[src/rtl/oni_cfg_pkg.sv]
`timescale 1ns/1ps
package oni_cfg_pkg;

  typedef enum logic [1:0] {
    PH_IDLE,
    PH_LOAD,
    PH_RUN
  } phase_t;

  // Strobes from control to datapath
  typedef struct packed {
    logic loadOut;
    logic countDown;
    logic endStep;
  } strobe_t;

endpackage

[src/rtl/oni_cfg_mem.sv]
`timescale 1ns/1ps
module oni_cfg_mem #(
  parameter int ENTRY_W = 49,
  parameter int ADDR_W  = 5
) (
  input  logic               clk,
  input  logic               wrEn,
  input  logic [ADDR_W-1:0]  wrAddr,
  input  logic [ENTRY_W-1:0] wrData,
  input  logic               rdEn,
  input  logic [ADDR_W-1:0]  rdAddr,
  output logic [ENTRY_W-1:0] rdData
);
  localparam int DEPTH = 1 << ADDR_W;

  logic [ENTRY_W-1:0] store [DEPTH];

  // Registered read; a write in the same cycle is seen by the following read only
  always_ff @(posedge clk) begin
    if (wrEn) store[wrAddr] <= wrData;
    if (rdEn) rdData <= store[rdAddr];
  end
endmodule

[src/rtl/oni_cfg_ctrl.sv]
`timescale 1ns/1ps
module oni_cfg_ctrl
  import oni_cfg_pkg::*;
#(
  parameter int MODE_W    = 2,
  parameter int STEP_W    = 3,
  parameter int NUM_STEPS = 8
) (
  input  logic                     clk,
  input  logic                     rstN,
  input  logic                     start,
  input  logic [MODE_W-1:0]        mode,
  input  logic                     lastFlag,
  input  logic                     cntLast,
  output logic                     rdEn,
  output logic [MODE_W+STEP_W-1:0] rdAddr,
  output strobe_t                  strobes,
  output logic                     stepDone
);
  localparam logic [STEP_W-1:0] LAST_IDX = STEP_W'(NUM_STEPS - 1);

  phase_t            phase;
  logic [STEP_W-1:0] stepIdx;
  logic [STEP_W-1:0] curStep;
  logic [MODE_W-1:0] lastMode;
  logic [STEP_W-1:0] effStep;
  logic              accept;
  logic              finish;

  assign accept  = start && (phase == PH_IDLE);
  assign effStep = (mode != lastMode) ? '0 : stepIdx;
  assign finish  = (phase == PH_RUN) && cntLast;
  assign rdEn    = accept;
  assign rdAddr  = {mode, effStep};

  always_comb begin
    strobes           = '0;
    strobes.loadOut   = (phase == PH_LOAD);
    strobes.countDown = (phase == PH_RUN);
    strobes.endStep   = finish;
  end

  always_ff @(posedge clk) begin
    if (!rstN) begin
      phase    <= PH_IDLE;
      stepIdx  <= '0;
      curStep  <= '0;
      lastMode <= '0;
      stepDone <= 1'b0;
    end else begin
      stepDone <= finish;
      unique case (phase)
        PH_IDLE: if (accept) begin
          phase    <= PH_LOAD;
          lastMode <= mode;
          curStep  <= effStep;
        end
        PH_LOAD: phase <= PH_RUN;
        PH_RUN: if (cntLast) begin
          phase   <= PH_IDLE;
          stepIdx <= (lastFlag || curStep == LAST_IDX) ? '0 : curStep + 1'b1;
        end
        default: phase <= PH_IDLE;
      endcase
    end
  end

  a_r5_done_single: assert property (@(posedge clk) disable iff (!rstN)
    stepDone |=> !stepDone);

  a_r9_busy_ignored: assert property (@(posedge clk) disable iff (!rstN)
    (start && phase != PH_IDLE) |=> ($stable(lastMode) && $stable(curStep)));

  a_r6_last_wraps: assert property (@(posedge clk) disable iff (!rstN)
    (stepDone && lastFlag) |-> (stepIdx == '0));

  a_r3_load_follows: assert property (@(posedge clk) disable iff (!rstN)
    accept |=> (phase == PH_LOAD));
endmodule

[src/rtl/oni_cfg_dp.sv]
`timescale 1ns/1ps
module oni_cfg_dp
  import oni_cfg_pkg::*;
#(
  parameter int NUM_LASERS = 8,
  parameter int LVL_W      = 3,
  parameter int NUM_RINGS  = 8,
  parameter int DUR_W      = 16,
  parameter int MAX_LVL    = 4
) (
  input  logic                        clk,
  input  logic                        rstN,
  input  strobe_t                     strobes,
  input  logic [NUM_LASERS*LVL_W-1:0] entLaser,
  input  logic [NUM_RINGS-1:0]        entRing,
  input  logic [DUR_W-1:0]            entDur,
  output logic [NUM_LASERS*LVL_W-1:0] laserCtl,
  output logic [NUM_RINGS-1:0]        ringCtl,
  output logic                        cntLast
);
  localparam int               LAS_W = NUM_LASERS * LVL_W;
  localparam logic [LVL_W-1:0] CAP   = LVL_W'(MAX_LVL);

  logic [LAS_W-1:0] capped;
  logic [DUR_W-1:0] cnt;

  for (genvar i = 0; i < NUM_LASERS; i++) begin : g_cap
    assign capped[i*LVL_W +: LVL_W] =
      (entLaser[i*LVL_W +: LVL_W] > CAP) ? CAP : entLaser[i*LVL_W +: LVL_W];

    a_r8_level_cap: assert property (@(posedge clk) disable iff (!rstN)
      laserCtl[i*LVL_W +: LVL_W] <= CAP);
  end

  assign cntLast = (cnt == DUR_W'(1));

  always_ff @(posedge clk) begin
    if (!rstN) begin
      laserCtl <= '0;
      ringCtl  <= '0;
      cnt      <= '0;
    end else begin
      if (strobes.loadOut) begin
        laserCtl <= capped;
        ringCtl  <= entRing;
        cnt      <= (entDur == '0) ? DUR_W'(1) : entDur;
      end else if (strobes.countDown) begin
        cnt <= cnt - 1'b1;
      end
      if (strobes.endStep) laserCtl <= '0;
    end
  end

  a_r4_ring_hold: assert property (@(posedge clk) disable iff (!rstN)
    strobes.endStep |=> $stable(ringCtl));

  a_r4_count_live: assert property (@(posedge clk) disable iff (!rstN)
    strobes.countDown |-> (cnt != '0));
endmodule

[src/rtl/oni_cfg_manager.sv]
`timescale 1ns/1ps
module oni_cfg_manager
  import oni_cfg_pkg::*;
#(
  parameter int NUM_MODES  = 4,
  parameter int NUM_STEPS  = 8,
  parameter int NUM_LASERS = 8,
  parameter int LVL_W      = 3,
  parameter int NUM_RINGS  = 8,
  parameter int DUR_W      = 16,
  parameter int MAX_LVL    = 4
) (
  input  logic                           clk,
  input  logic                           rstN,
  input  logic                           wrEn,
  input  logic [$clog2(NUM_MODES)-1:0]   wrMode,
  input  logic [$clog2(NUM_STEPS)-1:0]   wrStep,
  input  logic [NUM_LASERS*LVL_W-1:0]    wrLaser,
  input  logic [NUM_RINGS-1:0]           wrRing,
  input  logic [DUR_W-1:0]               wrDur,
  input  logic                           wrLast,
  input  logic                           start,
  input  logic [$clog2(NUM_MODES)-1:0]   mode,
  output logic                           stepDone,
  output logic [NUM_LASERS*LVL_W-1:0]    laserCtl,
  output logic [NUM_RINGS-1:0]           ringCtl
);
  localparam int MODE_W  = $clog2(NUM_MODES);
  localparam int STEP_W  = $clog2(NUM_STEPS);
  localparam int ADDR_W  = MODE_W + STEP_W;
  localparam int LAS_W   = NUM_LASERS * LVL_W;
  localparam int RING_LO = LAS_W;
  localparam int DUR_LO  = RING_LO + NUM_RINGS;
  localparam int LAST_B  = DUR_LO + DUR_W;
  localparam int ENTRY_W = LAST_B + 1;

  logic [ENTRY_W-1:0] rdData;
  logic               rdEn;
  logic [ADDR_W-1:0]  rdAddr;
  logic               cntLast;
  strobe_t            strobes;

  oni_cfg_mem #(.ENTRY_W(ENTRY_W), .ADDR_W(ADDR_W)) u_mem (
    .clk    (clk),
    .wrEn   (wrEn),
    .wrAddr ({wrMode, wrStep}),
    .wrData ({wrLast, wrDur, wrRing, wrLaser}),
    .rdEn   (rdEn),
    .rdAddr (rdAddr),
    .rdData (rdData)
  );

  oni_cfg_ctrl #(.MODE_W(MODE_W), .STEP_W(STEP_W), .NUM_STEPS(NUM_STEPS)) u_ctrl (
    .clk      (clk),
    .rstN     (rstN),
    .start    (start),
    .mode     (mode),
    .lastFlag (rdData[LAST_B]),
    .cntLast  (cntLast),
    .rdEn     (rdEn),
    .rdAddr   (rdAddr),
    .strobes  (strobes),
    .stepDone (stepDone)
  );

  oni_cfg_dp #(
    .NUM_LASERS(NUM_LASERS), .LVL_W(LVL_W), .NUM_RINGS(NUM_RINGS),
    .DUR_W(DUR_W), .MAX_LVL(MAX_LVL)
  ) u_dp (
    .clk      (clk),
    .rstN     (rstN),
    .strobes  (strobes),
    .entLaser (rdData[LAS_W-1:0]),
    .entRing  (rdData[DUR_LO-1:RING_LO]),
    .entDur   (rdData[LAST_B-1:DUR_LO]),
    .laserCtl (laserCtl),
    .ringCtl  (ringCtl),
    .cntLast  (cntLast)
  );

  a_r4_dark_at_done: assert property (@(posedge clk) disable iff (!rstN)
    stepDone |-> (laserCtl == '0));
endmodule

[config.mk]
export PLATFORM = sky130hd
export DESIGN_NAME = oni_cfg_manager
export DESIGN_NICKNAME = d
export VERILOG_FILES = /design/src/rtl/oni_cfg_pkg.sv /design/src/rtl/oni_cfg_mem.sv /design/src/rtl/oni_cfg_ctrl.sv /design/src/rtl/oni_cfg_dp.sv /design/src/rtl/oni_cfg_manager.sv
export SDC_FILE = /design/constraint.sdc
export NUM_CORES = 2
export LEC_CHECK = 0
export ABC_AREA = 0
export CAP_MARGIN = 20
export CORE_ASPECT_RATIO = 0.9
export CORE_MARGIN = 2
export CORE_UTILIZATION = 32
export CTS_BUF_LIST = sky130_fd_sc_hd__clkbuf_8
export CTS_CLUSTER_SIZE = 24
export DETAILED_ROUTE_END_ITERATION = 8
export PLACE_DENSITY = 0.48
export SYNTH_ARGS = -nofsm -noshare
export SYNTH_HDL_FRONTEND = slang
export SYNTH_SLANG_ARGS = --single-unit
[constraint.sdc]
create_clock -name clk -period 5.11 [get_ports clk]
set_input_delay 1.022 -clock clk [delete_from_list [all_inputs] [get_ports clk]]
set_output_delay 1.022 -clock clk [all_outputs]
set_load 0.1 [all_outputs]
==> metrics <==
status complete, no violations; combinational share of power under 10%; Yosys top cell area share 72.5%; Leak between 0.02 and 0.025 uW; die footprint 213000 sq um; switch share 25.6%; average size of a mapped cell between 15 and 20 sq um; Rel. slew slack 22.7%; post-synth top area cell edfxtp_1; vias in the first global route 40800; Vias 41400; Peak VDD IR 0.226 mV; wire per inst 28.2 um; final count of hold timing violations 0; Async SR Flop Fraction 0%; Yosys reg bits 1676; Syn Nets 4484; Setup Skew 0.0803 ns; gr ovfl total 0; gpl congestion 0.744; most frequent cells in the layout edfxtp_1, nand2_1, clkbuf_8; maximum operating frequency ~260 MHz; Min-Delay Path Class flip-flop to flip-flop; critical path class flip-flop to flip-flop; CTS Buf Count roughly 300; fraction of the yosys area taken by sequential cells 74.3%; initial core utilization 32.2%; Final min period 3.88 ns; WL final 213000 um; number of cells after detailed placement 7030; die span in y between 400 and 500 um; # Max-Cap Violations 0; RSZ-0062 raised after global routing false; measured slew at the worst slew-check pin 1.16 ns; CP max FO 25; setup total negative slack 0 ns; crit start category flip-flop; cell-internal power between 20000 and 25000 uW; CTS H-Tree Depth 5; drt pass-1 iters 5; Root Buffer clkbuf_8; Setup crit end kind flip-flop; postcts setup bufs 0; Finished Layout Cells about 7500; clock-pin slew on the worst setup and hold paths 0.06 ns; number of flops mapped to enable cells by yosys about 1600; DRC Markers 0; main area contributors after synthesis edfxtp_1, mux2i_1, a21oi_1, o221ai_1, nand2_1; Tcrit/Tclk final 76.0%; via density per instance 5.48; Cell Pwr Density 379 nW/um^2; I/O pin count 93; Slew Viols, Final 0; clock power share 37.4%; initial drt markers 4376; share of layout cells above drive strength 1 12.8%; hold-fix buffers at CTS 0; commonest non-fill, non-tap cell in the layout edfxtp_1; cell count after synthesis roughly 4400; DIE WIDTH 486 um; antenna-violating nets left 0; TritonCTS Sinks roughly 1700; CP peak stage delay 0.84 ns; post-CTS sizing 0; I/O Buffers around 90; FP Rows 159; synth unique cells 62; initial antenna violation count 9; Layout area overhead 15.8%; DPL Wire Length approximately 110000 um; clock buffer depth 4; Yosys warnings 0; GRT Util Overall 19.6%; NetSw 7530 uW; CP required 5.94 ns; CP max-delay cell xnor2_1; Worst-Skew Late Latency 1.03 ns; critical path, cell by cell xnor2_1 > nand3_4 > buf_12 > a221oi_1 > o31ai_1 > a21oi_1 > o32a_1; top_reg_cell synth edfxtp_1; Net count, final 4689; CORE AREA 208000 sq um; first-pass GRT wire length 303000 um; mapped cell area 67000 sq um; Flop pwr share around 53%; CP arrival between 4 and 5 ns; # fillers 19500; final setup fails 0; CTS tree yes; largest net degree at the start of global routing 130
## cell families after synthesis
logic type,synth area share [%]
simple gates,5.96
fa+ha+maj,0.149
xor+xnor,0.105
mux,4.13
flops,74.3
buf+inv,2.17
compound gates,13.2
## Yosys cell counts (51+ instances only)
| cell | count |
|---|---|
| edfxtp_1 | 1617 |
| a211oi_1 | 100 |
| nor3_1 | 107 |
| mux2i_1 | 222 |
| a21oi_1 | 268 |
| nor4_1 | 57 |
| o211ai_1 | 52 |
| o21a_1 | 52 |
| o221ai_1 | 147 |
| nand2_1 | 330 |
| nor2b_1 | 67 |
| nor2_1 | 229 |
| a22oi_1 | 53 |
| clkbuf_1 | 294 |
| dfxtp_1 | 59 |
| nand2b_1 | 51 |
| o22ai_1 | 100 |
| a221oi_1 | 98 |
## through the flow
| step | setup slack (ns) | total power (uW) | instance area [sq um] | hold WS [ns] | utilization (%) |
|---|---|---|---|---|---|
| floorplan | 0.916 | 17500 | 67000 | 0.455 | - |
| global placement | 0.686 | 18600 | 71900 | 0.466 | 34.5 |
| detailed placement | 0.678 | 18700 | 71900 | 0.472 | 34.5 |
| CTS | 1.34 | 29700 | 76900 | 0.479 | 36.9 |
| global route | 1.19 | 30500 | 77600 | 0.510 | 37.2 |
| finish | 1.23 | 29400 | 77600 | 0.474 | 37.2 |
## metal layers
metal	GRT usage, %	up-vias	wire [um]
li1	-	18100	-
met1	28.2	21500	98100
met2	30.8	1429	98500
met3	3.08	340	12200
met4	5.01	2	4280
met5	0	-	9
## final cells by class
type | count | area [sq um] | area share (%)
clock buffers | 301 | 4140 | 5.34
flip-flops and latches | 1676 | 49700 | 64.1
diodes | 5 | 12.5 | 0.0161
inverters | 18 | 73.8 | 0.0952
repair buffers | 264 | 3200 | 4.13
multi-input cells | 2364 | 16100 | 20.8
clock inverters | 180 | 820 | 1.06
well taps | 2737 | 3420 | 4.42
## power by group through the flow
stage          sequential, uW  combinational (uW)  clock, uW
5_1_grt                 15700                2950      11800
4_1_cts                 15700                2700      11300
6_report                15700                2740      11000
3_5_place_dp            16000                2690          0
2_1_floorplan           16200                1380          0
3_3_place_gp            16000                2670          0
## sequential cells by signal, summed over array words and instances, names as in the netlist
name             count
u_mem.rdData        49
u_dp.cnt            16
u_ctrl.lastMode      2
u_dp.laserCtl       24
u_mem.store       1568
u_dp.ringCtl         8
u_ctrl.curStep       3
u_ctrl.stepDone      1
u_ctrl.phase         2
u_ctrl.stepIdx       3
## path summary, 6_finish.rpt
path                                                 startpoint                        endpoint  slack [ns]  depth (start not counted)
worst max-delay path            u_ctrl.lastMode[0]$_SDFFE_PN0P_      u_mem.rdData[32]$_DFFE_PP_        1.23                          7
worst min-delay path             u_dp.laserCtl[15]$_SDFFE_PP0P_  u_dp.laserCtl[15]$_SDFFE_PP0P_        0.47                          2
worst max register to register  u_ctrl.lastMode[0]$_SDFFE_PN0P_      u_mem.rdData[32]$_DFFE_PP_        1.23                          7
worst min register to register   u_dp.laserCtl[15]$_SDFFE_PP0P_  u_dp.laserCtl[15]$_SDFFE_PP0P_        0.47                          2
## worst max-delay path, delay by kind of cell (launching register included)
family                 cells  cell delay, ns
AO/OA/AOI/OAI              4            1.35
XOR/XNOR                   1            0.84
AND/OR/NAND/NOR            1            0.65
flip-flops                 1            0.42
buffers and inverters      1            0.40
Power figures use the tool's default switching activity.
